[src/rtl/lus_pkg.sv]
package lus_pkg;

  typedef enum logic [1:0] {
    ST_RESET      = 2'd0,
    ST_WAIT_PLL   = 2'd1,
    ST_WAIT_LANES = 2'd2,
    ST_LINK_UP    = 2'd3
  } lus_state_e;

  // Bits needed for a counter that reaches hold-1.
  function automatic int cnt_width(input int hold);
    return $clog2(hold) + 1;
  endfunction

  // True when the current count closes a hold window of the given length.
  function automatic bit hold_reached(input int cnt, input int hold);
    return cnt >= hold - 1;
  endfunction

  // Clocks from an input change to a visible link drop.
  function automatic int drop_latency(input int stages);
    return stages + 1;
  endfunction

endpackage

[src/rtl/lus_sync.sv]
module lus_sync #(
  parameter int               WIDTH   = 1,
  parameter int               STAGES  = 2,
  parameter logic [WIDTH-1:0] RST_VAL = '0
) (
  input  logic             clk,
  input  logic             rst_n,
  input  logic [WIDTH-1:0] d,
  output logic [WIDTH-1:0] q
);

  logic [WIDTH-1:0] chain [STAGES];

  genvar g;
  generate
    for (g = 0; g < STAGES; g++) begin : g_stage
      if (g == 0) begin : g_first
        always_ff @(posedge clk or negedge rst_n) begin
          if (!rst_n) chain[g] <= RST_VAL;
          else        chain[g] <= d;
        end
      end else begin : g_next
        always_ff @(posedge clk or negedge rst_n) begin
          if (!rst_n) chain[g] <= RST_VAL;
          else        chain[g] <= chain[g-1];
        end
      end
    end
  endgenerate

  assign q = chain[STAGES-1];

endmodule

[src/rtl/lus_side_fsm.sv]
module lus_side_fsm
  import lus_pkg::*;
#(
  parameter bit HAS_PLL     = 1'b1,
  parameter int HOLD_CYCLES = 4
) (
  input  logic clk,
  input  logic rst_n,
  input  logic rst_s,
  input  logic pll_ok,
  input  logic lanes_ok,
  output logic link_up,
  output logic user_rst
);

  localparam int CW = cnt_width(HOLD_CYCLES);

  lus_state_e    st, nxt;
  logic [CW-1:0] cnt, cnt_nxt;

  always_comb begin
    nxt     = st;
    cnt_nxt = '0;
    if (rst_s) begin
      nxt = ST_RESET;
    end else begin
      unique case (st)
        ST_RESET: begin
          nxt = HAS_PLL ? ST_WAIT_PLL : ST_WAIT_LANES;
        end
        ST_WAIT_PLL: begin
          if (pll_ok) nxt = ST_WAIT_LANES;
        end
        ST_WAIT_LANES: begin
          if (!pll_ok) begin
            nxt = ST_WAIT_PLL;
          end else if (lanes_ok) begin
            if (hold_reached(int'(cnt), HOLD_CYCLES)) nxt = ST_LINK_UP;
            else                                      cnt_nxt = cnt + 1'b1;
          end
        end
        ST_LINK_UP: begin
          if (!pll_ok)       nxt = ST_WAIT_PLL;
          else if (!lanes_ok) nxt = ST_WAIT_LANES;
        end
        default: nxt = ST_RESET;
      endcase
    end
  end

  always_ff @(posedge clk or negedge rst_n) begin
    if (!rst_n) begin
      st       <= ST_RESET;
      cnt      <= '0;
      user_rst <= 1'b1;
    end else begin
      st       <= nxt;
      cnt      <= cnt_nxt;
      user_rst <= (nxt != ST_LINK_UP);
    end
  end

  assign link_up = (st == ST_LINK_UP);

endmodule

[src/rtl/linkup_seq.sv]
module linkup_seq
  import lus_pkg::*;
#(
  parameter int NUM_LANES   = 4,
  parameter int SYNC_STAGES = 2,
  parameter int HOLD_CYCLES = 4,
  parameter bit SKIP_PLL    = 1'b0
) (
  input  logic                 clk,
  input  logic                 rst_n,
  input  logic                 mgmt_rst,
  input  logic                 pll_lock,
  input  logic [NUM_LANES-1:0] tx_lane_ok,
  input  logic [NUM_LANES-1:0] rx_lane_ok,
  output logic                 tx_up,
  output logic                 rx_up,
  output logic                 tx_usr_rst,
  output logic                 rx_usr_rst
);

  localparam int SW = 2 + 2 * NUM_LANES;
  localparam logic [SW-1:0] SYNC_RST = {1'b1, {(SW-1){1'b0}}};

  logic [SW-1:0]        sync_q;
  logic                 mgmt_rst_s;
  logic                 pll_s;
  logic [NUM_LANES-1:0] tx_lanes_s;
  logic [NUM_LANES-1:0] rx_lanes_s;

  // Named internal events used by the checker.
  logic tx_pll_ok;
  logic tx_lanes_ok;
  logic rx_lanes_ok;

  lus_sync #(
    .WIDTH   (SW),
    .STAGES  (SYNC_STAGES),
    .RST_VAL (SYNC_RST)
  ) u_sync (
    .clk   (clk),
    .rst_n (rst_n),
    .d     ({mgmt_rst, pll_lock, tx_lane_ok, rx_lane_ok}),
    .q     (sync_q)
  );

  assign {mgmt_rst_s, pll_s, tx_lanes_s, rx_lanes_s} = sync_q;

  assign tx_lanes_ok = &tx_lanes_s;
  assign rx_lanes_ok = &rx_lanes_s;

  generate
    if (SKIP_PLL) begin : g_no_pll
      assign tx_pll_ok = 1'b1;
    end else begin : g_pll
      assign tx_pll_ok = pll_s;
    end
  endgenerate

  lus_side_fsm #(
    .HAS_PLL     (!SKIP_PLL),
    .HOLD_CYCLES (HOLD_CYCLES)
  ) u_tx_fsm (
    .clk      (clk),
    .rst_n    (rst_n),
    .rst_s    (mgmt_rst_s),
    .pll_ok   (tx_pll_ok),
    .lanes_ok (tx_lanes_ok),
    .link_up  (tx_up),
    .user_rst (tx_usr_rst)
  );

  lus_side_fsm #(
    .HAS_PLL     (1'b0),
    .HOLD_CYCLES (HOLD_CYCLES)
  ) u_rx_fsm (
    .clk      (clk),
    .rst_n    (rst_n),
    .rst_s    (mgmt_rst_s),
    .pll_ok   (1'b1),
    .lanes_ok (rx_lanes_ok),
    .link_up  (rx_up),
    .user_rst (rx_usr_rst)
  );

endmodule

[config.mk]
export PLATFORM = sky130hd
export DESIGN_NAME = linkup_seq
export DESIGN_NICKNAME = d
export VERILOG_FILES = /design/src/rtl/lus_pkg.sv /design/src/rtl/lus_sync.sv /design/src/rtl/lus_side_fsm.sv /design/src/rtl/linkup_seq.sv
export SDC_FILE = /design/constraint.sdc
export NUM_CORES = 1
export LEC_CHECK = 0
export BUFFER_PORTS_ARGS = -buffer_cell sky130_fd_sc_hd__buf_2
export CORE_AREA = 2 2 71 59
export CTS_BUF_LIST = sky130_fd_sc_hd__clkbuf_8
export DETAILED_ROUTE_END_ITERATION = 10
export DIE_AREA = 0 0 73 61
export PLACE_DENSITY_LB_ADDON = 0.3
export REMOVE_ABC_BUFFERS = 1
export SYNTH_ARGS = -nofsm -noshare
export SYNTH_HDL_FRONTEND = slang
export SYNTH_SLANG_ARGS = --single-unit
export TNS_END_PERCENT = 30
[constraint.sdc]
create_clock -name clk -period 2.1 [get_ports clk]
set_input_delay 0.42 -clock clk [delete_from_list [all_inputs] [get_ports clk]]
set_output_delay 0.42 -clock clk [all_outputs]
set_load 0.01 [all_outputs]
-- Yosys cells after proc, flatten, opt, wreduce, memory -nomap -nowiden
Index checks and enable logic that the tools add are counted.
- equal/unequal tests: 8
- reduce and logical (&&, ||, !) cells: 5
- order comparisons: 2
- mux-type cells: 22
- add/subtract/negate cells: 2
- operators by type and width (cell ; count):
    3-bit two-way mux ; 9
    2-bit two-way mux ; 11
    2-bit equality test (second input constant) ; 4
    2-bit case mux with 4 select lines ; 1
    4-bit AND reduction ; 2
    3-bit by 1-bit adder with 3-bit output (second input constant) ; 2
    3-bit by 2-bit greater-or-equal comparator with 1-bit output (second input constant) ; 2
    2-bit case mux with 3 select lines ; 1
    2-bit by 1-bit equality test with 1-bit output (second input constant) ; 2
    2-bit zero test ; 2
    2-bit != test (second input constant) ; 2
    2-bit OR reduction ; 1
- word-level logic and storage cells: 47
- bits in registers: 32
- output and inout port bits: 4
- input bits: 12

-- Longest topological paths before layout
Gate-level depths: netlist of the first run.
- word-level depth: 7
- mapped depth: 4
- gate-level depth less buffers: 4

-- By module
A second synthesis of the first run with hierarchy kept.
- cells, all modules: 79
- area, all modules: 1151.1 um^2
- by module, submodules not included (module ; cells each ; times used ; area each (um^2)):
    lus_sync ; 30 ; 1 ; 578.1
    lus_side_fsm (u_rx_fsm) ; 25 ; 1 ; 287.8
    lus_side_fsm (u_tx_fsm) ; 21 ; 1 ; 264.0
    linkup_seq ; 3 ; 1 ; 21.3

-- Worst setup path before layout of the first run
No wires, ideal clock.
- kind: reg-to-reg
- start point: register u_tx_fsm.cnt[0]
- end point: register u_tx_fsm.cnt[2]
- cell stages (with the launch flop): 5
- setup time: 96 ps
- arrival: 1483 ps
- buffers on the path: 0
- slack: 522 ps
- period minus slack after synthesis: 1578 ps
- cells stage by stage: dfrtp_1 -> ha_1 -> ha_1 -> or4b_4 -> nor4b_2
- word-level cells in the longest chain between the ends: 6
- ends and longest elaborated chain (item ; RTL line ; source):
    from (decl) ; lus_side_fsm.sv:19 ; logic [CW-1:0] cnt, cnt_nxt;
    from (signal assigned) ; lus_side_fsm.sv:58 ; cnt <= cnt_nxt;
    3-bit by 1-bit adder with 3-bit output / 3-bit by 2-bit greater-or-equal comparator with 1-bit output (equally long branches) ; lus_side_fsm.sv:39, lus_pkg.sv:17 ;
    3-bit two-way mux * ; lus_side_fsm.sv:38 ; if (hold_reached(int'(cnt), HOLD_CYCLES)) nxt = ST_LINK_UP;
    3-bit two-way mux * ; lus_side_fsm.sv:37 ; end else if (lanes_ok) begin
    3-bit two-way mux * ; lus_side_fsm.sv:35 ; if (!pll_ok) begin
    3-bit two-way mux * ; lus_side_fsm.sv:27 ; unique case (st)
    3-bit two-way mux * ; lus_side_fsm.sv:24 ; if (rst_s) begin
    net u_tx_fsm.cnt_nxt[2] ; lus_side_fsm.sv:19 ;
Mark *: on every way through the listed nets, which the timed path passes. The rest lies on a longest branch.

-- Final worst setup path of the first run
- start point: register u_tx_fsm.cnt[0]
- end point: register u_tx_fsm.cnt[1]
The elaborated chain is that of the path after synthesis.

==> metrics.md, run 1 <==
| Metric | Value |
|---|---|
| Outcome | completed |
| Cell row count | 20 |
| Worst-Margin Slew | 0.6557 ns |
| Worst Hold Class | primary input to asynchronous set/reset pin |
| Number of post-CTS setup repair buffers | 0 |
| Clk_skew | between 0.002 and 0.003 ns |
| Power Density | 948.7 mW/mm^2 |
| Post-synth EDFFs | 0 |
| Finish-stage setup viols | 0 |
| R2r startpoint | u_tx_fsm.cnt[0] |
| Synth unique cells | 27 |
| DR WL/cell | around 11 um |
| Maximum vdd drop | 0.0004667 V |
| Number of top-level pins | 16 |
| DR DRC count | 0 |
| Tmin final | between 1.5 and 2 ns |
| Critical path required time | about 2.3 ns |
| Worst EP arrival | between 1.5 and 2 ns |
| Clock sinks | 32 |
| Setup ws final | 0.4291 ns |
| Fillers | between 300 and 400 |
| Yosys reg bits | 32 |
| Finished Layout Cells | between 100 and 150 |
| YS warnings | 0 |
| Routed vias/inst | ~4.3 |
| Ant diodes | 0 |
| Reg clk slew, reported paths | around 0.070 ns |
| CTS buffer count | 5 |
| First-pass DRT Iterations | 3 |
| Antenna violations before repair | 0 |
| RSZ-0062 raised after global routing | false |
| Period utilization | 0.7957 |
| Post-layout util | 0.3554 |
| Count leader, synth | dfrtp_1 |
| Setup CP Type | flip-flop to flip-flop |
| Setup tns final | 0 ns |
| Part of the Yosys area used for sequential elements | 0.7436 |
| Clock Tree Root | clkbuf_8 |
| R2R setup slack | 0.43 ns |
| Leading area contributor after synthesis | dfrtp_1 |
| Core area | about 0.0037 mm^2 |
| Cts hold-fix bufs | 0 |
| TritonCTS clock tree | done |
| I/O Buffers | 15 |
| Detail Route Antenna Nets | 0 |
| Vias in the first global route | approximately 580 |
| Critical Path Source Type | flip-flop |
| First-pass GRT wire length | ~2.6 mm |
| Ys async rst share | 1.000 |
| Initial Util | 0.2906 |
| Endpoint type of the worst setup path | flip-flop |
| Grt ovf | 0 |
| Die Area | between 0.004 and 0.005 mm^2 |
| GPL Wtd Cong | between 0.6 and 0.7 |
| Share of cells above drive strength 1 | 0.3820 |
| Cell Area, Synth | approximately 0.0011 mm^2 |
| Post_cts resized | 0 |
| Detail Placement HPWL | a little over 1 mm |
| Top cells by area, synth | dfrtp_1 (65%), dfstp_2 (9.7%), ha_1 (4.6%) |
| Hold Vio Cnt, Final | 0 |
| Power, Total | between 1 and 1.5 mW |
| Synth top area share | 0.6467 |
| Pre-CTS WS | between 0.4 and 0.5 ns |
| Nets | about 100 |
| Max clock buf depth | 2 |
| Average size of a mapped cell | approximately 16 um^2 |
| Vias | 574 |
| P_leak | ~0.6 nW |
| H-tree Lvls | 2 |
| Area Growth Syn to Fin | 22.29% |
| Clock latency at the later pin of the worst-skew pair | about 0.28 ns |
| Largest net degree at the start of global routing | 33 |
| Max Clk Rate | roughly 600 MHz |
| Worst Path Max Fanout | 5 |
| Post-Syn Instances | 66 |
| Placed cell count | between 100 and 150 |
| Top FF cell, synth | dfrtp_1 |
| First DRT Iteration DRCs | 11 |
| Worst R2R End | u_tx_fsm.cnt[1] |
| Die Wd | between 70 and 80 um |
| Most frequent cells after synthesis | dfrtp_1 (28), dfstp_2 (4), ha_1 (4), inv_1 (4), nor4_1 (3) |
| Pins Over Slew Limit | 0 |
| Worst rel slew slack | 0.5629 |
| Register-to-Register Path Depth | 4 |
| Post-Route WL | around 1.5 mm |
| Die Ht | about 61 um |
| Max Cap Viol | 0 |
| All-Layer GR Usage | 0.08501 |
[cell usage in the layout, fill, tap and decap left out]
cell	netlist	routed
clkinv_2	0	1
nor4b_2	1	1
o21ai_0	1	1
and3_1	1	1
and4_1	1	1
nand4b_1	1	1
clkbuf_8	0	5
nor2_1	1	1
nor4_2	2	2
bufinv_16	0	1
a2111o_1	1	1
inv_1	4	4
dfrtp_1	28	28
a2111oi_0	1	1
or4_1	1	1
clkinvlp_4	0	1
buf_2	0	15
a21oi_1	1	1
nor2b_1	1	1
ha_1	4	4
nand2b_4	1	1
nand2_1	1	1
o21a_1	1	1
and2_1	1	1
o32ai_1	1	1
nor4_1	3	3
dfstp_2	4	4
and2_2	1	1
or4b_4	1	1
a21bo_2	1	1
nand4_1	1	1
nand3_1	1	1
[metrics by stage]
step                area, um^2  hold slack [ns]
finish                    1325           0.1709
global route              1325           0.2223
CTS                       1325           0.1895
detailed placement        1214           0.3347
global placement          1214           0.3323
floorplan                 1084           0.1244
[sequential cells by signal (all words and copies together), names as in the netlist]
| name | cells |
|---|---|
| u_sync.chain | 10 |
| u_rx_fsm.user_rst | 1 |
| u_tx_fsm.cnt | 3 |
| u_sync.q | 10 |
| u_tx_fsm.st | 2 |
| u_tx_fsm.user_rst | 1 |
| u_rx_fsm.st | 2 |
| u_rx_fsm.cnt | 3 |
[final cells by class]
cell class	instances	area, um^2	share of cell area
Clock buffer	5	68.82	0.05194
Clock inverter	3	42.54	0.03211
Inverter	4	15.01	0.01133
Multi-Input combinational cell	30	262.8	0.1983
Sequential cell	32	805.8	0.6081
Tap cell	44	55.05	0.04155
Timing Repair Buffer	15	75.07	0.05666
[where the power goes]
part	total (mW)	internal (mW)	switching, mW	leakage [nW]
combinational	0.0373	0.0156	0.0217	0.162
clock	0.568	0.350	0.217	0.0541
sequential	0.652	0.641	0.0107	0.387
[worst max-delay path, cell delays in order, from the launching register on]
cell and delay (ns):
dfrtp_1 0.43, ha_1 0.22, ha_1 0.19, or4b_4 0.52, nor4_2 0.21
[layer usage]
metal / share of wire / up-vias / track usage / routed length [um]
met2: 0.44 / 16 / 0.1145 / 653
met4: 0.010 / 0 / 0.06349 / 15
met1: 0.48 / 274 / 0.1041 / 709
met5: 0 / - / 0 / 0
met3: 0.073 / 2 / 0.04319 / 108
li1: - / 282 / - / -
[how the worst max path moves through the flow]
stage	start	end	slack, ns	cells past startpoint
after floorplan	u_tx_fsm.cnt[0]	u_tx_fsm.cnt[2]	0.52	4
after global placement	u_tx_fsm.cnt[0]	u_tx_fsm.cnt[1]	0.50	4
after detailed placement	u_tx_fsm.cnt[0]	u_tx_fsm.cnt[1]	0.43	4
after CTS	u_tx_fsm.cnt[0]	u_tx_fsm.cnt[2]	0.43	4
after global routing	u_tx_fsm.cnt[0]	u_tx_fsm.cnt[1]	0.34	4
final	u_tx_fsm.cnt[0]	u_tx_fsm.cnt[1]	0.43	4
[logic make-up (layout without fill, tap and decap cells)]
kind of cell	count (synthesis)	after routing	share of synthesized area
and+or+nand+nor	19	19	0.1443
adders and majority gates	4	4	0.04619
buffers and inverters	4	27	0.01385
AOI/OAI and AO/OA	7	7	0.05196
DFF	32	32	0.7436
Note: power is estimated with default switching activity, not from simulation.
==> inputs of run 2 (changes only) <==
--- a/config.mk
+++ b/config.mk
@@ -5,11 +5,12 @@
 export SDC_FILE = /design/constraint.sdc
 export NUM_CORES = 1
 export LEC_CHECK = 0
+export ABC_AREA = 1
 export BUFFER_PORTS_ARGS = -buffer_cell sky130_fd_sc_hd__buf_2
-export CORE_AREA = 2 2 71 59
+export CORE_AREA = 2 2 70 59
 export CTS_BUF_LIST = sky130_fd_sc_hd__clkbuf_8
 export DETAILED_ROUTE_END_ITERATION = 10
-export DIE_AREA = 0 0 73 61
+export DIE_AREA = 0 0 72 61
 export PLACE_DENSITY_LB_ADDON = 0.3
 export REMOVE_ABC_BUFFERS = 1
 export SYNTH_ARGS = -nofsm -noshare
==> constraint.sdc (replaced) <==
create_clock -name clk -period 1.3 [get_ports clk]
set_input_delay 0.26 -clock clk [delete_from_list [all_inputs] [get_ports clk]]
set_output_delay 0.26 -clock clk [all_outputs]
set_load 0.01 [all_outputs]
==> run 2 against run 1 <==
The flow now finishes with violations (setup timing). Area after synthesis shrank 1.2%. Cell area grew 11%. Sequential cell count unchanged. Largest cell class unchanged.
==> metrics.md, run 2 <==
| Metric | Value |
|---|---|
| Vias | 637 (+11%) |
| Clock Tree Root | clkbuf_8 |
| First-pass GRT wire length | 2.732 mm (+3.7%) |
| Number of top-level pins | 16 (unchanged) |
| Die Ht | 61 um (unchanged) |
| Setup ws final | -0.002250 ns (-0.4314 ns) |
| Reg area | 805.8 um^2 (unchanged) |
| Part of the Yosys area used for sequential elements | 0.7523 (+0.008687) |
| Share of cells above drive strength 1 | 0.5093 (+0.1272) |
| Cell Area, Synth | 0.001071 mm^2 (-1.2%) |
| Worst Hold Class | primary input to flip-flop |
| Most common cell after layout, fill and taps aside | dfrtp_1 |
| Average size of a mapped cell | 13.91 um^2 (-15%) |
| Top FF cell, synth | dfrtp_1 |
| Power Density | 1387 mW/mm^2 (+46%) |
| Fillers | 343 (-5.0%) |
| DR DRC count | 0 (unchanged) |
| Detail Placement HPWL | 986.9 um (-3.6%) |
| YS warnings | 0 (unchanged) |
| Critical path required time | 1.51 ns (-0.78 ns) |
| Detail Route Antenna Nets | 0 (unchanged) |
| Clock sinks | 32 (unchanged) |
| Critical Path Source Type | flip-flop |
| Endpoint type of the worst setup path | flip-flop |
| Crit-path max cell delay | 0.39 ns (-0.13 ns) |
| Worst rel slew slack | 0.7392 (+0.1763) |
| Pre-CTS WS | -0.09456 ns (-0.5256 ns) |
| Pins Over Slew Limit | 0 (unchanged) |
| RSZ-0062 raised after global routing | true |
| CTS buffer count | 5 (unchanged) |
| Register-to-Register Path Depth | 5 (+1) |
| Clk_skew | 0.005242 ns (+0.002727 ns) |
| Synth top area share | 0.6542 (+0.007554) |
| Tmin final | 1.302 ns (-0.3686 ns) |
| Leading area contributor after synthesis | dfrtp_1 |
| P_leak | 0.6822 nW (+13%) |
| Hold path depth | 1 |
| Largest net degree at the start of global routing | 33 (unchanged) |
| Worst EP arrival | 1.51 ns (-0.35 ns) |
| Ant diodes | 0 (unchanged) |
| Power, Total | 2.034 mW (+62%) |
| First-pass DRT Iterations | 4 (+1) |
| Worst-Margin Slew | 0.3897 ns (-0.2660 ns) |
| Hold Vio Cnt, Final | 0 (unchanged) |
| Setup tns final | -0.002250 ns (-0.002250 ns) |
| Max Clk Rate | 767.9 MHz (+28%) |
| Vias in the first global route | 594 (+2.8%) |
| Initial Util | 0.2912 (+0.0005524) |
| Cells along the critical path | ha_2 > ha_4 > nor3_4 > nand2_2 > nor3b_2 |
| CP max stage cell | dfrtp_1 |
| Reg clk slew, reported paths | 0.07 ns (about the same) |
| Hold Crit Endpoint | u_sync.chain[19] |
| R2r startpoint | u_rx_fsm.cnt[1] |
| Yosys reg bits | 32 (unchanged) |
| GPL Wtd Cong | 0.7361 (+18%) |
| Max clock buf depth | 2 (unchanged) |
| Nets | 123 (+18%) |
| Multi-input logic area | 310.3 um^2 (+18%) |
| Routed vias/inst | 4.191 (-2.9%) |
| Area Growth Syn to Fin | 36.92% |
| Clock latency at the later pin of the worst-skew pair | 0.28 ns (about the same) |
| Antenna violations before repair | 0 (unchanged) |
| Cell row count | 20 (unchanged) |
| All-Layer GR Usage | 0.09295 (+0.007940) |
| I/O Buffers | 15 (unchanged) |
| Die Wd | 72 um (-1.4%) |
| Top cells by area, synth | dfrtp_1 (65%), dfstp_2 (9.8%), ha_1 (4.7%) |
| Worst R2R End | u_rx_fsm.cnt[1] |
| Synth unique cells | 17 (-37%) |
| Post-Route WL | 1.666 mm (+12%) |
| Maximum vdd drop | 0.0007224 V (+55%) |
| Most frequent cells in the layout | dfrtp_1 (28), buf_2 (15), inv_1 (9), nand2_1 (8) |
| TritonCTS clock tree | done |
| Ys async rst share | 1.000 (unchanged) |
| Post-synth EDFFs | 0 (unchanged) |
| Most frequent cells after synthesis | dfrtp_1 (28), nand2_1 (9), inv_1 (8), nor3_1 (5) |
| R2R setup slack | -0.002 ns (-0.43 ns) |
| First DRT Iteration DRCs | 16 (+5) |
| Die Area | 0.004392 mm^2 (-1.4%) |
| Setup CP Type | flip-flop to flip-flop |
| Worst Path Max Fanout | 3 (-2) |
| Core area | 0.003679 mm^2 (-1.3%) |
| DR WL/cell | 10.96 um (-2.0%) |
| HP Start | mgmt_rst |
| Count leader, synth | dfrtp_1 |
| Max Cap Viol | 0 (unchanged) |
| Failing checks | setup timing |
| Outcome | complete, but fails checks |
| Post-Syn Instances | 77 (+17%) |
| Finish-stage setup viols | 1 (+1) |
| Period utilization | 1.002 (+0.2061) |
| Grt ovf | 0 (unchanged) |
| H-tree Lvls | 2 (unchanged) |
## run 2: cell count changes after synthesis, moves of 2 or more
| cell | change |
|---|---|
| nand2_1 | +8 |
| nor3_1 | +5 |
| inv_1 | +4 |
| nor2_1 | +3 |
| nor4_1 | -3 |
| inv_2 | +2 |
| nand2_2 | +2 |
| nand3_1 | +2 |
| nor4_2 | -2 |
## run 2: worst max path at each step
stage | slack, ns | startpoint | cells after the start | end
after floorplan | 0.007 | u_rx_fsm.cnt[0] | 5 | u_rx_fsm.cnt[1]
after global placement | 0.001 | u_rx_fsm.cnt[0] | 5 | u_rx_fsm.cnt[1]
after detailed placement | -0.09 | u_rx_fsm.cnt[0] | 5 | u_rx_fsm.cnt[0]
after CTS | -0.007 | u_tx_fsm.cnt[0] | 5 | u_tx_fsm.cnt[2]
after global routing | -0.06 | u_rx_fsm.cnt[1] | 5 | u_rx_fsm.cnt[1]
final | -0.002 | u_rx_fsm.cnt[1] | 5 | u_rx_fsm.cnt[1]
## run 2: layer usage
layer	vias up	GRT usage	wire length, um
li1	303	-	-
met1	304	0.1004	751
met2	26	0.1296	745
met3	4	0.04651	126
met4	0	0.09704	43
met5	-	0	0
## run 2: timing repair
item,CTS,global route
hold buffers,1,0
buffers inserted,1,4
setup endpoints to repair,6,9
endpoints found under the hold margin,28,0
pin swaps,2,9
gates resized for setup,5,12
## run 2: worst max-delay path: cells and delay by family (launching register included)
family        cells  cell delay (ns)
flops             1             0.39
simple gates      3             0.47
fa+ha+maj         2             0.36
## run 2: power by group
group	internal [mW]	total [mW]	switching, mW
registers	1.04	1.05	0.0137
clock network	0.560	0.912	0.352
logic	0.0300	0.0719	0.0418
## run 2: layout make-up
cell class              count  share of cell area
inverters                  10             0.02560
well taps                  44             0.03754
clock buffers               5             0.04693
multi-input cells          35              0.2116
clock inverters             3             0.02645
flip-flops and latches     32              0.5495
repair buffers             23              0.1024
## run 2: kinds of logic (layout without fill, tap and decap cells)
group                    after synthesis  after routing  synth area share
buffers and inverters                 10             41           0.03505
AO/OA/AOI/OAI                          2              2           0.01285
AND/OR/NAND/NOR                       29             29            0.1530
flip-flops                            32             32            0.7523
adder cells (fa/ha/maj)                4              4           0.04673
## run 2: metrics by stage
stage	instances	area (um^2)	util	hold WS, ns
2_1_floorplan	77	1071	-	-0.03559
3_3_place_gp	138	1229	0.3340	0.2186
3_5_place_dp	138	1229	0.3340	0.2224
4_1_cts	148	1374	0.3735	0.06240
5_1_grt	152	1466	0.3986	0.05705
6_report	152	1466	0.3986	0.07403
==> inputs of run 3 (changes only) <==
--- a/config.mk
+++ b/config.mk
@@ -7,11 +7,13 @@
 export LEC_CHECK = 0
 export ABC_AREA = 1
 export BUFFER_PORTS_ARGS = -buffer_cell sky130_fd_sc_hd__buf_2
+export CAP_MARGIN = 20
 export CORE_AREA = 2 2 70 59
 export CTS_BUF_LIST = sky130_fd_sc_hd__clkbuf_8
 export DETAILED_ROUTE_END_ITERATION = 10
 export DIE_AREA = 0 0 72 61
 export PLACE_DENSITY_LB_ADDON = 0.3
+export RECOVER_POWER = 50
 export REMOVE_ABC_BUFFERS = 1
 export SYNTH_ARGS = -nofsm -noshare
 export SYNTH_HDL_FRONTEND = slang
==> run 3 against run 2 <==
The run still ends with setup timing left. Global-route usage stayed put. Clock skew hardly changed. Wire length is 0.96% lower. Largest cell class unchanged.
==> metrics.md, run 3 (synthesized netlist as in run 2, its figures left out) <==
| Metric | Value |
|---|---|
| CP max stage cell | dfrtp_1 |
| Initial Util | 0.2912 (unchanged) |
| Worst Path Max Fanout | 3 (unchanged) |
| Finish-stage setup viols | 1 (unchanged) |
| Critical path required time | 1.51 ns (about the same) |
| Max Cap Viol | 0 (unchanged) |
| Period utilization | 1.002 (about the same) |
| Crit-path max cell delay | 0.39 ns (about the same) |
| Post-Route WL | 1.650 mm (-0.96%) |
| Cell row count | 20 (unchanged) |
| Clk_skew | 0.005600 ns (+0.0003581 ns) |
| First-pass DRT Iterations | 4 (unchanged) |
| Hold Vio Cnt, Final | 0 (unchanged) |
| Multi-input logic area | 310.3 um^2 (unchanged) |
| Ant diodes | 0 (unchanged) |
| Max clock buf depth | 2 (unchanged) |
| Endpoint type of the worst setup path | flip-flop |
| Core area | 0.003679 mm^2 (unchanged) |
| Most frequent cells in the layout | dfrtp_1 (28), buf_2 (16), inv_1 (9), nand2_1 (8) |
| Die Ht | 61 um (unchanged) |
| All-Layer GR Usage | 0.09295 (unchanged) |
| Cells along the critical path | ha_2 > ha_4 > nor3_4 > nand2_2 > nor3b_2 |
| Pre-CTS WS | -0.09456 ns (unchanged) |
| GPL Wtd Cong | 0.7361 (unchanged) |
| Vias | 640 (+0.47%) |
| Die Wd | 72 um (unchanged) |
| Tmin final | 1.302 ns (+0.0001035 ns) |
| Detail Route Antenna Nets | 0 (unchanged) |
| Failing checks | setup timing |
| Max Clk Rate | 767.8 MHz (about the same) |
| Vias in the first global route | 594 (unchanged) |
| Register-to-Register Path Depth | 5 (unchanged) |
| Routed vias/inst | 4.211 (+0.47%) |
| DR DRC count | 0 (unchanged) |
| Worst Hold Class | primary input to flip-flop |
| Setup CP Type | flip-flop to flip-flop |
| Clock sinks | 32 (unchanged) |
| Pins Over Slew Limit | 0 (unchanged) |
| P_leak | 0.6767 nW (-0.80%) |
| H-tree Lvls | 2 (unchanged) |
| Worst-Margin Slew | 0.6577 ns (+0.2680 ns) |
| Nets | 123 (unchanged) |
| Reg clk slew, reported paths | 0.07 ns (about the same) |
| Grt ovf | 0 (unchanged) |
| Reg area | 805.8 um^2 (unchanged) |
| Maximum vdd drop | 0.0007290 V (+0.92%) |
| Fillers | 344 (+0.29%) |
| CTS buffer count | 5 (unchanged) |
| Clock latency at the later pin of the worst-skew pair | 0.28 ns (about the same) |
| Outcome | complete, but fails checks |
| Number of top-level pins | 16 (unchanged) |
| RSZ-0062 raised after global routing | true |
| First-pass GRT wire length | 2.732 mm (unchanged) |
| Clock Tree Root | clkbuf_8 |
| Post-layout util | 0.3946 (-0.004081) |
| Detail Placement HPWL | 986.9 um (unchanged) |
| First DRT Iteration DRCs | 31 (+15) |
| Worst EP arrival | 1.51 ns (about the same) |
| Most common cell after layout, fill and taps aside | dfrtp_1 |
| Power Density | 1399 mW/mm^2 (+0.86%) |
| Largest net degree at the start of global routing | 33 (unchanged) |
| Antenna violations before repair | 0 (unchanged) |
| I/O Buffers | 15 (unchanged) |
| Hold path depth | 1 (unchanged) |
| Area Growth Syn to Fin | 35.51% |
| Die Area | 0.004392 mm^2 (unchanged) |
| Critical Path Source Type | flip-flop |
| Worst rel slew slack | 0.5615 (-0.1777) |
| R2R setup slack | -0.002 ns (about the same) |
| Share of cells above drive strength 1 | 0.5093 (unchanged) |
| Setup ws final | -0.002353 ns (-0.0001035 ns) |
| TritonCTS clock tree | done |
| DR WL/cell | 10.86 um (-0.96%) |
-- run 3: path summary, 6_finish.rpt --
path,from,to
max,u_rx_fsm.cnt[1],u_rx_fsm.cnt[1]
min in group asynchronous,rst_n,u_sync.chain[15]
max reg2reg,u_rx_fsm.cnt[1],u_rx_fsm.cnt[1]
max in group asynchronous,rst_n,u_sync.q[0]
min,mgmt_rst,u_sync.chain[19]
min reg2reg,u_sync.chain[18],u_sync.q[8]
-- run 3: critical path, delay by kind of cell (launching register included) --
family        cells  cell delay (ns)
fa+ha+maj         2             0.36
flops             1             0.39
simple gates      3             0.47
-- run 3: routing by layer --
layer  track usage  up-vias  routed length, um
met5             0        -                  0
met4       0.09704        0                 43
met3       0.04651        4                126
met2        0.1296       26                749
met1        0.1004      307                731
li1              -      303                  -
-- run 3: final cells by class --
| class | count | area share |
|---|---|---|
| Clock buffer | 5 | 0.04741 |
| Multi-Input combinational cell | 35 | 0.2138 |
| Sequential cell | 32 | 0.5552 |
| Tap cell | 44 | 0.03793 |
| Inverter | 10 | 0.02586 |
| Timing Repair Buffer | 23 | 0.09310 |
| Clock inverter | 3 | 0.02672 |
-- run 3: power by group --
group | internal (mW) | leakage (nW) | total (mW) | switching, mW
clock network | 0.560 | 0.0593 | 0.916 | 0.356
registers | 1.04 | 0.387 | 1.05 | 0.0137
logic | 0.0247 | 0.230 | 0.0651 | 0.0404
-- run 3: through the flow --
step / cell area (um^2) / hold slack (ns) / power, mW / instances / TNS [ns]
2_1_floorplan: 1071 / -0.03559 / 1.087 / 77 / 0
3_3_place_gp: 1229 / 0.2186 / 1.133 / 138 / 0
3_5_place_dp: 1229 / 0.2224 / 1.136 / 138 / -0.2563
4_1_cts: 1374 / 0.06240 / 2.049 / 148 / -0.009410
5_1_grt: 1451 / 0.05705 / 2.119 / 152 / -0.1408
6_report: 1451 / 0.07256 / 2.030 / 152 / -0.002353
-- run 3: repair_timing --
action | CTS | global route
setup endpoints to repair | 6 | 9
endpoints found under the hold margin | 28 | 0
pin swaps | 2 | 9
hold buffers | 1 | 0
resized for setup | 5 | 12
setup buffers | 1 | 4
